`src/rtl/vss_pkg.sv`:
```
// Package: shared state encoding and default widths for the step sequencer.
// Assumes: nothing beyond plain SystemVerilog.
package vss_pkg;

    // Default widths: element index, sub-element index, hint value.
    localparam int unsigned VSS_STEP_W = 7;
    localparam int unsigned VSS_SUB_W  = 2;
    localparam int unsigned VSS_HINT_W = 7;

    // Sequencer control states.
    typedef enum logic [1:0] {
        VSS_IDLE  = 2'd0,
        VSS_RUN   = 2'd1,
        VSS_PAUSE = 2'd2,
        VSS_DONE  = 2'd3
    } vss_state_e;

endpackage

```
`src/rtl/vss_nest_cnt.sv`:
```
// Module: two-level nested index counter (element x sub-element).
// Normal order turns the sub-element index fastest; invert_i makes the
// element index the inner loop. Assumes elem_max_i/sub_max_i are stable
// while advance_i may be asserted.
module vss_nest_cnt #(
    parameter int unsigned EW = 7,
    parameter int unsigned SW = 2
) (
    input  logic          clk,
    input  logic          rst_n,
    input  logic          clear_i,
    input  logic          advance_i,
    input  logic          invert_i,
    input  logic [EW-1:0] elem_max_i,
    input  logic [SW-1:0] sub_max_i,
    output logic [EW-1:0] elem_o,
    output logic [SW-1:0] sub_o
);

    logic [EW-1:0] elem_q, elem_d;
    logic [SW-1:0] sub_q, sub_d;
    logic          elem_end, sub_end;

    assign elem_end = (elem_q == elem_max_i);
    assign sub_end  = (sub_q == sub_max_i);

    // Next-index computation for either nesting order.
    always_comb begin
        elem_d = elem_q;
        sub_d  = sub_q;
        if (invert_i) begin
            if (elem_end) begin
                elem_d = '0;
                sub_d  = sub_end ? '0 : sub_q + 1'b1;
            end else begin
                elem_d = elem_q + 1'b1;
            end
        end else begin
            if (sub_end) begin
                sub_d  = '0;
                elem_d = elem_end ? '0 : elem_q + 1'b1;
            end else begin
                sub_d = sub_q + 1'b1;
            end
        end
    end

    // Index registers: cleared on reset or start, stepped on advance.
    always_ff @(posedge clk) begin
        if (!rst_n || clear_i) begin
            elem_q <= '0;
            sub_q  <= '0;
        end else if (advance_i) begin
            elem_q <= elem_d;
            sub_q  <= sub_d;
        end
    end

    assign elem_o = elem_q;
    assign sub_o  = sub_q;

endmodule

```
`src/rtl/vss_hint_grp.sv`:
```
// Module: tracks the position of the source element within its hint group
// and flags the tuple after which the group number changes (or the final
// tuple). Avoids a divider by counting element moves incrementally.
// Assumes it sees the same advance/clear and order as the source counter.
module vss_hint_grp #(
    parameter int unsigned EW = 7,
    parameter int unsigned SW = 2,
    parameter int unsigned HW = 7
) (
    input  logic          clk,
    input  logic          rst_n,
    input  logic          clear_i,
    input  logic          advance_i,
    input  logic          invert_i,
    input  logic [EW-1:0] elem_i,
    input  logic [SW-1:0] sub_i,
    input  logic [EW-1:0] elem_max_i,
    input  logic [SW-1:0] sub_max_i,
    input  logic [HW-1:0] hint_i,
    input  logic          last_i,
    output logic          grp_end_o
);

    logic [HW-1:0] pos_q;
    logic [EW-1:0] gidx_q;
    logic [HW-1:0] hint_m1;
    logic          hint_on, pos_top;
    logic          elem_inc, elem_wrap;

    assign hint_on = (hint_i != '0);
    assign hint_m1 = hint_i - HW'(1);
    assign pos_top = (pos_q == hint_m1);

    // How the source element moves on the next advance.
    always_comb begin
        if (invert_i) begin
            elem_inc  = (elem_i != elem_max_i);
            elem_wrap = (elem_i == elem_max_i);
        end else begin
            elem_inc  = (sub_i == sub_max_i) && (elem_i != elem_max_i);
            elem_wrap = (sub_i == sub_max_i) && (elem_i == elem_max_i);
        end
    end

    // Group boundary: crossing a multiple of the hint, or wrapping to 0 from a later group.
    assign grp_end_o = last_i ||
                       (hint_on && ((elem_inc && pos_top) ||
                                    (elem_wrap && (gidx_q != '0))));

    // Position-in-group and group-number registers.
    always_ff @(posedge clk) begin
        if (!rst_n || clear_i) begin
            pos_q  <= '0;
            gidx_q <= '0;
        end else if (advance_i) begin
            if (elem_wrap) begin
                pos_q  <= '0;
                gidx_q <= '0;
            end else if (elem_inc) begin
                if (hint_on && pos_top) begin
                    pos_q  <= '0;
                    gidx_q <= gidx_q + 1'b1;
                end else begin
                    pos_q <= pos_q + 1'b1;
                end
            end
        end
    end

endmodule

```
`src/rtl/vss_ctrl.sv`:
```
// Module: run/pause/done control for the step sequencer.
// Horizontal mode runs continuously; vertical-first mode pauses after
// each burst and resumes on a step request. Assumes last_i and grp_end_i
// describe the tuple currently presented.
module vss_ctrl
    import vss_pkg::*;
(
    input  logic clk,
    input  logic rst_n,
    input  logic start_i,
    input  logic step_i,
    input  logic new_vl_zero_i,
    input  logic new_vfirst_i,
    input  logic cfg_vfirst_i,
    input  logic cfg_hint_zero_i,
    input  logic grp_end_i,
    input  logic last_i,
    output logic valid_o,
    output logic done_o,
    output logic advance_o
);

    vss_state_e state_q, state_d;

    // Next-state selection; a start overrides everything.
    always_comb begin
        state_d = state_q;
        if (start_i) begin
            if (new_vl_zero_i)     state_d = VSS_DONE;
            else if (new_vfirst_i) state_d = VSS_PAUSE;
            else                   state_d = VSS_RUN;
        end else begin
            unique case (state_q)
                VSS_RUN: begin
                    if (last_i)
                        state_d = VSS_DONE;
                    else if (cfg_vfirst_i && (cfg_hint_zero_i || grp_end_i))
                        state_d = VSS_PAUSE;
                end
                VSS_PAUSE: if (step_i) state_d = VSS_RUN;
                default:   state_d = state_q;
            endcase
        end
    end

    // State register.
    always_ff @(posedge clk) begin
        if (!rst_n) state_q <= VSS_IDLE;
        else        state_q <= state_d;
    end

    assign valid_o   = (state_q == VSS_RUN);
    assign done_o    = (state_q == VSS_DONE);
    assign advance_o = (state_q == VSS_RUN) && !last_i && !start_i;

endmodule

```
`src/rtl/vec_step_seq.sv`:
```
// Module: vector element step sequencer top.
// Latches the configuration on start, drives independent source and
// destination nested counters, the hint-group tracker and the control FSM.
// Assumes subvl_i encodes the sub-vector size minus one.
module vec_step_seq
    import vss_pkg::*;
#(
    parameter int unsigned STEP_W = VSS_STEP_W,
    parameter int unsigned SUB_W  = VSS_SUB_W,
    parameter int unsigned HINT_W = VSS_HINT_W
) (
    input  logic              clk,
    input  logic              rst_n,
    input  logic              start_i,
    input  logic              step_i,
    input  logic [STEP_W-1:0] vl_i,
    input  logic [SUB_W-1:0]  subvl_i,
    input  logic              pack_i,
    input  logic              unpack_i,
    input  logic              vfirst_i,
    input  logic [HINT_W-1:0] hphint_i,
    output logic [STEP_W-1:0] src_idx_o,
    output logic [SUB_W-1:0]  src_sub_o,
    output logic [STEP_W-1:0] dst_idx_o,
    output logic [SUB_W-1:0]  dst_sub_o,
    output logic              valid_o,
    output logic              grp_end_o,
    output logic              done_o
);

    logic [STEP_W-1:0] cfg_vl_m1;
    logic [SUB_W-1:0]  cfg_sub_m1;
    logic              cfg_pack, cfg_unpack, cfg_vfirst;
    logic [HINT_W-1:0] cfg_hint;
    logic              advance, is_last;

    // Configuration capture on start only.
    always_ff @(posedge clk) begin
        if (!rst_n) begin
            cfg_vl_m1  <= '0;
            cfg_sub_m1 <= '0;
            cfg_pack   <= 1'b0;
            cfg_unpack <= 1'b0;
            cfg_vfirst <= 1'b0;
            cfg_hint   <= '0;
        end else if (start_i) begin
            cfg_vl_m1  <= vl_i - STEP_W'(1);
            cfg_sub_m1 <= subvl_i;
            cfg_pack   <= pack_i;
            cfg_unpack <= unpack_i;
            cfg_vfirst <= vfirst_i;
            cfg_hint   <= hphint_i;
        end
    end

    // The final tuple is the same position in both nesting orders.
    assign is_last = (src_idx_o == cfg_vl_m1) && (src_sub_o == cfg_sub_m1);

    vss_nest_cnt #(.EW(STEP_W), .SW(SUB_W)) src_cnt_i (
        .clk        (clk),
        .rst_n      (rst_n),
        .clear_i    (start_i),
        .advance_i  (advance),
        .invert_i   (cfg_pack),
        .elem_max_i (cfg_vl_m1),
        .sub_max_i  (cfg_sub_m1),
        .elem_o     (src_idx_o),
        .sub_o      (src_sub_o)
    );

    vss_nest_cnt #(.EW(STEP_W), .SW(SUB_W)) dst_cnt_i (
        .clk        (clk),
        .rst_n      (rst_n),
        .clear_i    (start_i),
        .advance_i  (advance),
        .invert_i   (cfg_unpack),
        .elem_max_i (cfg_vl_m1),
        .sub_max_i  (cfg_sub_m1),
        .elem_o     (dst_idx_o),
        .sub_o      (dst_sub_o)
    );

    vss_hint_grp #(.EW(STEP_W), .SW(SUB_W), .HW(HINT_W)) grp_i (
        .clk        (clk),
        .rst_n      (rst_n),
        .clear_i    (start_i),
        .advance_i  (advance),
        .invert_i   (cfg_pack),
        .elem_i     (src_idx_o),
        .sub_i      (src_sub_o),
        .elem_max_i (cfg_vl_m1),
        .sub_max_i  (cfg_sub_m1),
        .hint_i     (cfg_hint),
        .last_i     (is_last),
        .grp_end_o  (grp_end_o)
    );

    vss_ctrl ctrl_i (
        .clk             (clk),
        .rst_n           (rst_n),
        .start_i         (start_i),
        .step_i          (step_i),
        .new_vl_zero_i   (vl_i == '0),
        .new_vfirst_i    (vfirst_i),
        .cfg_vfirst_i    (cfg_vfirst),
        .cfg_hint_zero_i (cfg_hint == '0),
        .grp_end_i       (grp_end_o),
        .last_i          (is_last),
        .valid_o         (valid_o),
        .done_o          (done_o),
        .advance_o       (advance)
    );

endmodule

```
`config.mk`:
```
export PLATFORM = sky130hd
export DESIGN_NAME = vec_step_seq
export DESIGN_NICKNAME = d
export VERILOG_FILES = /design/src/rtl/vss_pkg.sv /design/src/rtl/vss_nest_cnt.sv /design/src/rtl/vss_hint_grp.sv /design/src/rtl/vss_ctrl.sv /design/src/rtl/vec_step_seq.sv
export SDC_FILE = /design/constraint.sdc
export NUM_CORES = 1
export LEC_CHECK = 0
export BUFFER_PORTS_ARGS = -buffer_cell sky130_fd_sc_hd__buf_2
export CELL_PAD_IN_SITES_DETAIL_PLACEMENT = 1
export CELL_PAD_IN_SITES_GLOBAL_PLACEMENT = 2
export CORE_ASPECT_RATIO = 0.6
export CORE_UTILIZATION = 34
export CTS_BUF_LIST = sky130_fd_sc_hd__clkbuf_8 sky130_fd_sc_hd__clkbuf_16
export DETAILED_ROUTE_END_ITERATION = 10
export PLACE_DENSITY_LB_ADDON = 0.1
export SLEW_MARGIN = 20
export SYNTH_ARGS = -nofsm -noshare
export SYNTH_HDL_FRONTEND = slang
export SYNTH_SLANG_ARGS = --single-unit
```
`constraint.sdc`:
```
create_clock -name clk -period 2.8 [get_ports clk]
set_input_delay 0.56 -clock clk [delete_from_list [all_inputs] [get_ports clk]]
set_output_delay 0.56 -clock clk [all_outputs]
set_load 0.01 [all_outputs]
```
======== Word-level counts from Yosys, hierarchy flattened ========
Cells that the tools add are included.
word-level totals
  memories ................................ 0
  input port bits ......................... 23
  memory bits (writable) .................. 0
  flip-flop bits (word level) ............. 53
  latch bits .............................. 0
  memory bits (read-only) ................. 0
  logic and storage cells ................. 93
  output and inout port bits .............. 21
cells by class
  mux-type cells .......................... 27
  magnitude comparators ................... 0
  shift operators ......................... 0
  eq/ne operators ......................... 13
  divide/modulo/power cells ............... 0
  reductions and logical operators ........ 32
  bitwise gates (word level) .............. 0
  $add $sub $neg .......................... 8
  $mul .................................... 0
operator list
  cell                                                                     number
  7-bit two-way mux                                                        12
  7-bit by 1-bit adder with 7-bit output, second input constant            4
  2-bit two-way mux                                                        12
  7-bit equality test                                                      3
  7-bit zero test                                                          2
  7-bit nonzero test                                                       2
  7-bit by 1-bit subtractor with 7-bit output, second input constant       2
  2-bit AND reduction                                                      5
  1-bit logical AND                                                        9
  2-bit nonzero test                                                       4
  7-bit inequality test                                                    1
  3-bit AND reduction                                                      2
  2-bit by 1-bit adder with 2-bit output, second input constant            2
  2-bit equality test                                                      2
  2-bit equality test, second input constant                               2
  1-bit logical OR                                                         4
  2-bit by 1-bit inequality test with 1-bit output, second input constant  2
  4-bit by 2-bit inequality test with 1-bit output, second input constant  1
  2-bit one-hot mux with 2 select lines                                    1
  1-bit zero test                                                          3
  3-bit inequality test, second input constant                             1
  3-bit nonzero test                                                       1
  2-bit by 1-bit equality test with 1-bit output, second input constant    1
  1-bit two-way mux                                                        2

======== Longest topological paths before layout ========
  word-level depth ........................ 13
  mapped depth ............................ 8
  mapped depth without buffers ............ 8

======== Modules after synthesis ========
A second synthesis with hierarchy kept.
second synthesis, totals
  cell total of the unflattened synthesis .. 356
  area total of the unflattened synthesis .. 3313.2 sq um
modules (own cells, without submodules)
  module        area an instance (sq um)  seq. area each (sq um)  cells an instance  instances
  vss_nest_cnt  583.1                     180.2                   61                 2
  vss_hint_grp  1057.3                    280.3                   124                1
  vec_step_seq  909.6                     380.4                   91                 1
  vss_ctrl      180.2                     40.0                    19                 1

======== Least setup slack after synthesis ========
Ideal clock, no wire load.
  kind .................................... register to output
  start point ............................. register cfg_hint[2]
  end point ............................... output grp_end_o
  required time ........................... 2240 ps
  buffers on the path ..................... 0
  path slack .............................. 503 ps
  cell stages (with the launch flop) ...... 6
  arrival time ............................ 1737 ps
  path through ............................ dfxtp_1 -> or3_4 -> or4_1 -> a211oi_2 -> nand3_1 -> a21oi_1
between the ends
  word-level cells in the longest chain between the ends .. 6
  elaborated cells on any way between the ends .. 7
  those cells by class .................... add/sub (1); eq/ne (1); reduce/logical (5)
RTL lines
  what                                         line                text
  start, declared                              vec_step_seq.sv:34  logic [HINT_W-1:0] cfg_hint;
  start signal, assigned                       vec_step_seq.sv:52  cfg_hint <= hphint_i;
  7-bit by 1-bit subtractor with 7-bit output  vss_hint_grp.sv:31  assign hint_m1 = hint_i - HW'(1);
  7-bit equality test                          vss_hint_grp.sv:32  assign pos_top = (pos_q == hint_m1);
  1-bit logical AND                            vss_hint_grp.sv:47  (hint_on && ((elem_inc && pos_top) ||
  1-bit logical OR                             vss_hint_grp.sv:47
  1-bit logical AND (*)                        vss_hint_grp.sv:47
  1-bit logical OR (*)                         vss_hint_grp.sv:46  assign grp_end_o = last_i ||
  end, declared                                vec_step_seq.sv:27  output logic grp_end_o,
Every way passes the cells marked *; elsewhere a longest branch is shown, timed or not.

======== Worst setup path after layout ========
  start point ............................. register cfg_hint[3]
  end point ............................... output grp_end_o
Same word-level chain as after synthesis.

==> qor.txt <==
Clk root buf -> clkbuf_16
PD cells -> 478 nW/um^2
CTS Buf Count -> 5
Netlist cell types -> 48
DR pass1 iterations -> 4
Rel. slew slack -> 55.9%
Crit path time final -> 2.79 ns
Gr usage total -> 19.9%
Worst Setup SP -> cfg_hint[3]
Gate Count Post-Synth -> 351
Max stage delay on crit path -> 0.43 ns
Synth Register Bits -> 53
Io pins -> 44
Clk slew on worst S/H paths -> 0.07 ns
DRT Wirelength -> 8990 microns
Unrepaired setup endpoints after global routing -> yes
Number of cell rows -> 26
Worst r2r path cells -> 7
RR Endpoint -> grp_i.gidx_q[1]
CP Capture Point -> grp_end_o
Crit-path cells -> or3_4 -> or4_4 -> a211oi_4 -> nand3_2 -> a21oi_2 -> buf_2
Setup slack, reg-to-reg -> 0.19 ns
Die ar. -> 9290 sq um
Hold-fix buffers, CTS -> 0
EDFF count, synth -> 0
Crit path kind -> reg2out
Cells after DPL -> 504
Final slew viol count -> 0
Arr. time, crit path -> 2.23 ns
GPL Wtd Cong -> 0.738
CP Max Fanout -> 5
Clock sink count -> 53
MaxCap Viol Count -> 0
Status -> finished clean
Worst vdd ir -> 0.220 mV
Async S/R FF share, synth -> 0%
Met3 Track Usage GR -> 4.24%
Slew @ Worst Pin -> 0.654 ns
DRC -> 0
First-pass GRT wire length -> 13800 microns
Min-Delay Path Class -> reg2reg
CP max stage cell -> or4_4
Antenna diode count -> 0
Origin of the critical flop-to-flop path -> cfg_hint[3]
Syn avg cell area -> 8.62 sq um
Layout cell share with drive strength beyond 1 -> 19.2%
Die Height -> 75.1 microns
Final Hold Fails -> 0
Worst setup SP type -> flop
Vias in the first global route -> 2535
Placed Area -> 3410 sq um
GR Layer Usage met2 -> 27.2%
DRT antenna net count -> 0
Synthesis-to-layout area growth -> 19.5%
Leading cell types in the layout, fill and taps excluded -> dfxtp_1 (50), buf_2 (43), xnor2_1 (30)
DRT iter0 DRCs -> 194
Clk Latency, worst-skew pair -> 0.29 ns
Wirelength per Cell -> 17.5 microns
Htree depth -> 2
Final Cycle Share -> 99.7%
Leak pwr -> 0.00145 uW
CTS tree -> yes
Port Buf Inserts -> 43
Pin count of the biggest net entering global routing -> 33
Clock Skew -> 0.00436 ns
Most common cell after layout, fill and taps aside -> dfxtp_1
Met1 usage -> 31.1%
Chip width -> 124 microns
Post-synthesis sequential area ratio -> 35.1%
Core area -> 8560 sq um
Post-DP HPWL -> 6790 microns
Initial antenna violation count -> 0
Final instance area -> 3610 sq um
Most Crowded Layer GR -> met1
Initial Utilization -> 35.4%
Post-synth net total -> 382
Final net count -> 433
Final Instance Count excl. Fillers -> 514
WP data required -> 2.24 ns
Max Freq -> 0.358 GHz
Main synth FF type -> dfxtp_1
Syn. warnings -> 0
Via-to-Cell Ratio -> 5.23
Crit end category -> output port
Area of the mapped netlist -> 3030 sq um
DR vias -> 2690
Deepest clock path buffer count -> 2
Total Power -> 1730 uW
Setup violators final -> 0
Gr ovfl total -> 0
power by group:
group | total [uW] | switching (uW) | internal (uW)
registers | 812 | 35.4 | 777
logic | 286 | 161 | 124
clock network | 630 | 282 | 349
total | 1730 | 478 | 1250
registers in the layout, indices dropped and copies added (netlist names):
name and cells:
dst_cnt_i.sub_o 2, grp_i.gidx_q 7, src_cnt_i.elem_o 7, cfg_pack 1, cfg_unpack 1, cfg_hint 7, cfg_vl_m1 7, dst_cnt_i.elem_o 7
src_cnt_i.sub_o 2, ctrl_i.state_q 2, cfg_vfirst 1, grp_i.pos_q 7, cfg_sub_m1 2
metrics by stage:
stage	util (%)	setup TNS, ns	setup WS, ns	hold WS [ns]
final	42.2	0	0.00867	0.493
after global routing	42.2	-0.0762	-0.0762	0.519
after CTS	41.7	0	0.00945	0.488
after detailed placement	39.9	0	0.241	0.480
after global placement	39.9	0	0.312	0.453
after floorplan	-	0	0.503	0.437
worst max-delay path, delay by kind of cell (launching register included):
kind / cells / cell delay [ns]
AOI/OAI and AO/OA: 2 / 0.46
and+or+nand+nor: 3 / 0.96
buffers and inverters: 1 / 0.14
DFF: 1 / 0.36
how the worst min path moves through the flow:
stage | start | end | slack [ns] | cells past startpoint
detailed placement | grp_i.gidx_q[6] | grp_i.gidx_q[6] | 0.48 | 2
global route | grp_i.gidx_q[5] | grp_i.gidx_q[5] | 0.52 | 2
floorplan | grp_i.gidx_q[6] | grp_i.gidx_q[6] | 0.44 | 2
global placement | grp_i.gidx_q[6] | grp_i.gidx_q[6] | 0.45 | 2
CTS | grp_i.gidx_q[6] | grp_i.gidx_q[6] | 0.49 | 2
finish | grp_i.gidx_q[4] | grp_i.gidx_q[4] | 0.49 | 2
cell type report:
class	instances	area (sq um)
fillers	1041	4940
multi-input cells	276	1910
flip-flops and latches	53	1070
repair buffers	56	313
well taps	112	140
clock buffers	6	139
inverters	10	37.5
clock inverters	1	3.75
synthesized netlist by cell type (all sizes together) (3+ instances only):
library cell / instances / area [sq um]
o211a: 7 / 70.1
clkbuf: 11 / 41.3
nand2: 26 / 97.6
inv: 10 / 37.5
mux2i: 20 / 200
nor4: 5 / 31.3
ha: 8 / 100
a21o: 3 / 23.8
and2: 7 / 43.8
and4: 3 / 26.3
nor2: 29 / 109
nand2b: 9 / 56.3
xnor2: 31 / 272
a21oi: 16 / 80.1
dfxtp: 53 / 1060
nand4: 14 / 87.6
nor2b: 14 / 87.6
and3: 4 / 25.0
o21ai: 10 / 50.1
xor2: 17 / 149
nor3: 5 / 25.0
nand3: 17 / 85.1
timing repair:
item / 4_1_cts / 5_1_grt
endpoints found under the setup margin: 1 / 1
resized for setup: 3 / 9
buffers inserted: 1 / 2
pin swaps: 2 / 4
kinds of logic after synthesis:
kind of cell	Yosys count	synth area share, %
XOR/XNOR	48	13.9
AO/OA/AOI/OAI	57	13.3
flip-flops	53	35.1
AND/OR/NAND/NOR	143	25.1
adder cells (fa/ha/maj)	8	3.31
buffers and inverters	22	2.73
multiplexers	20	6.62
metal layers:
metal  routed length [microns]  share of wire [%]
met1                      5140                 57
met2                      3420                 38
met3                       353                3.9
met4                        72               0.80
met5                         0                  0
Note: power is estimated with default switching activity, not from simulation.
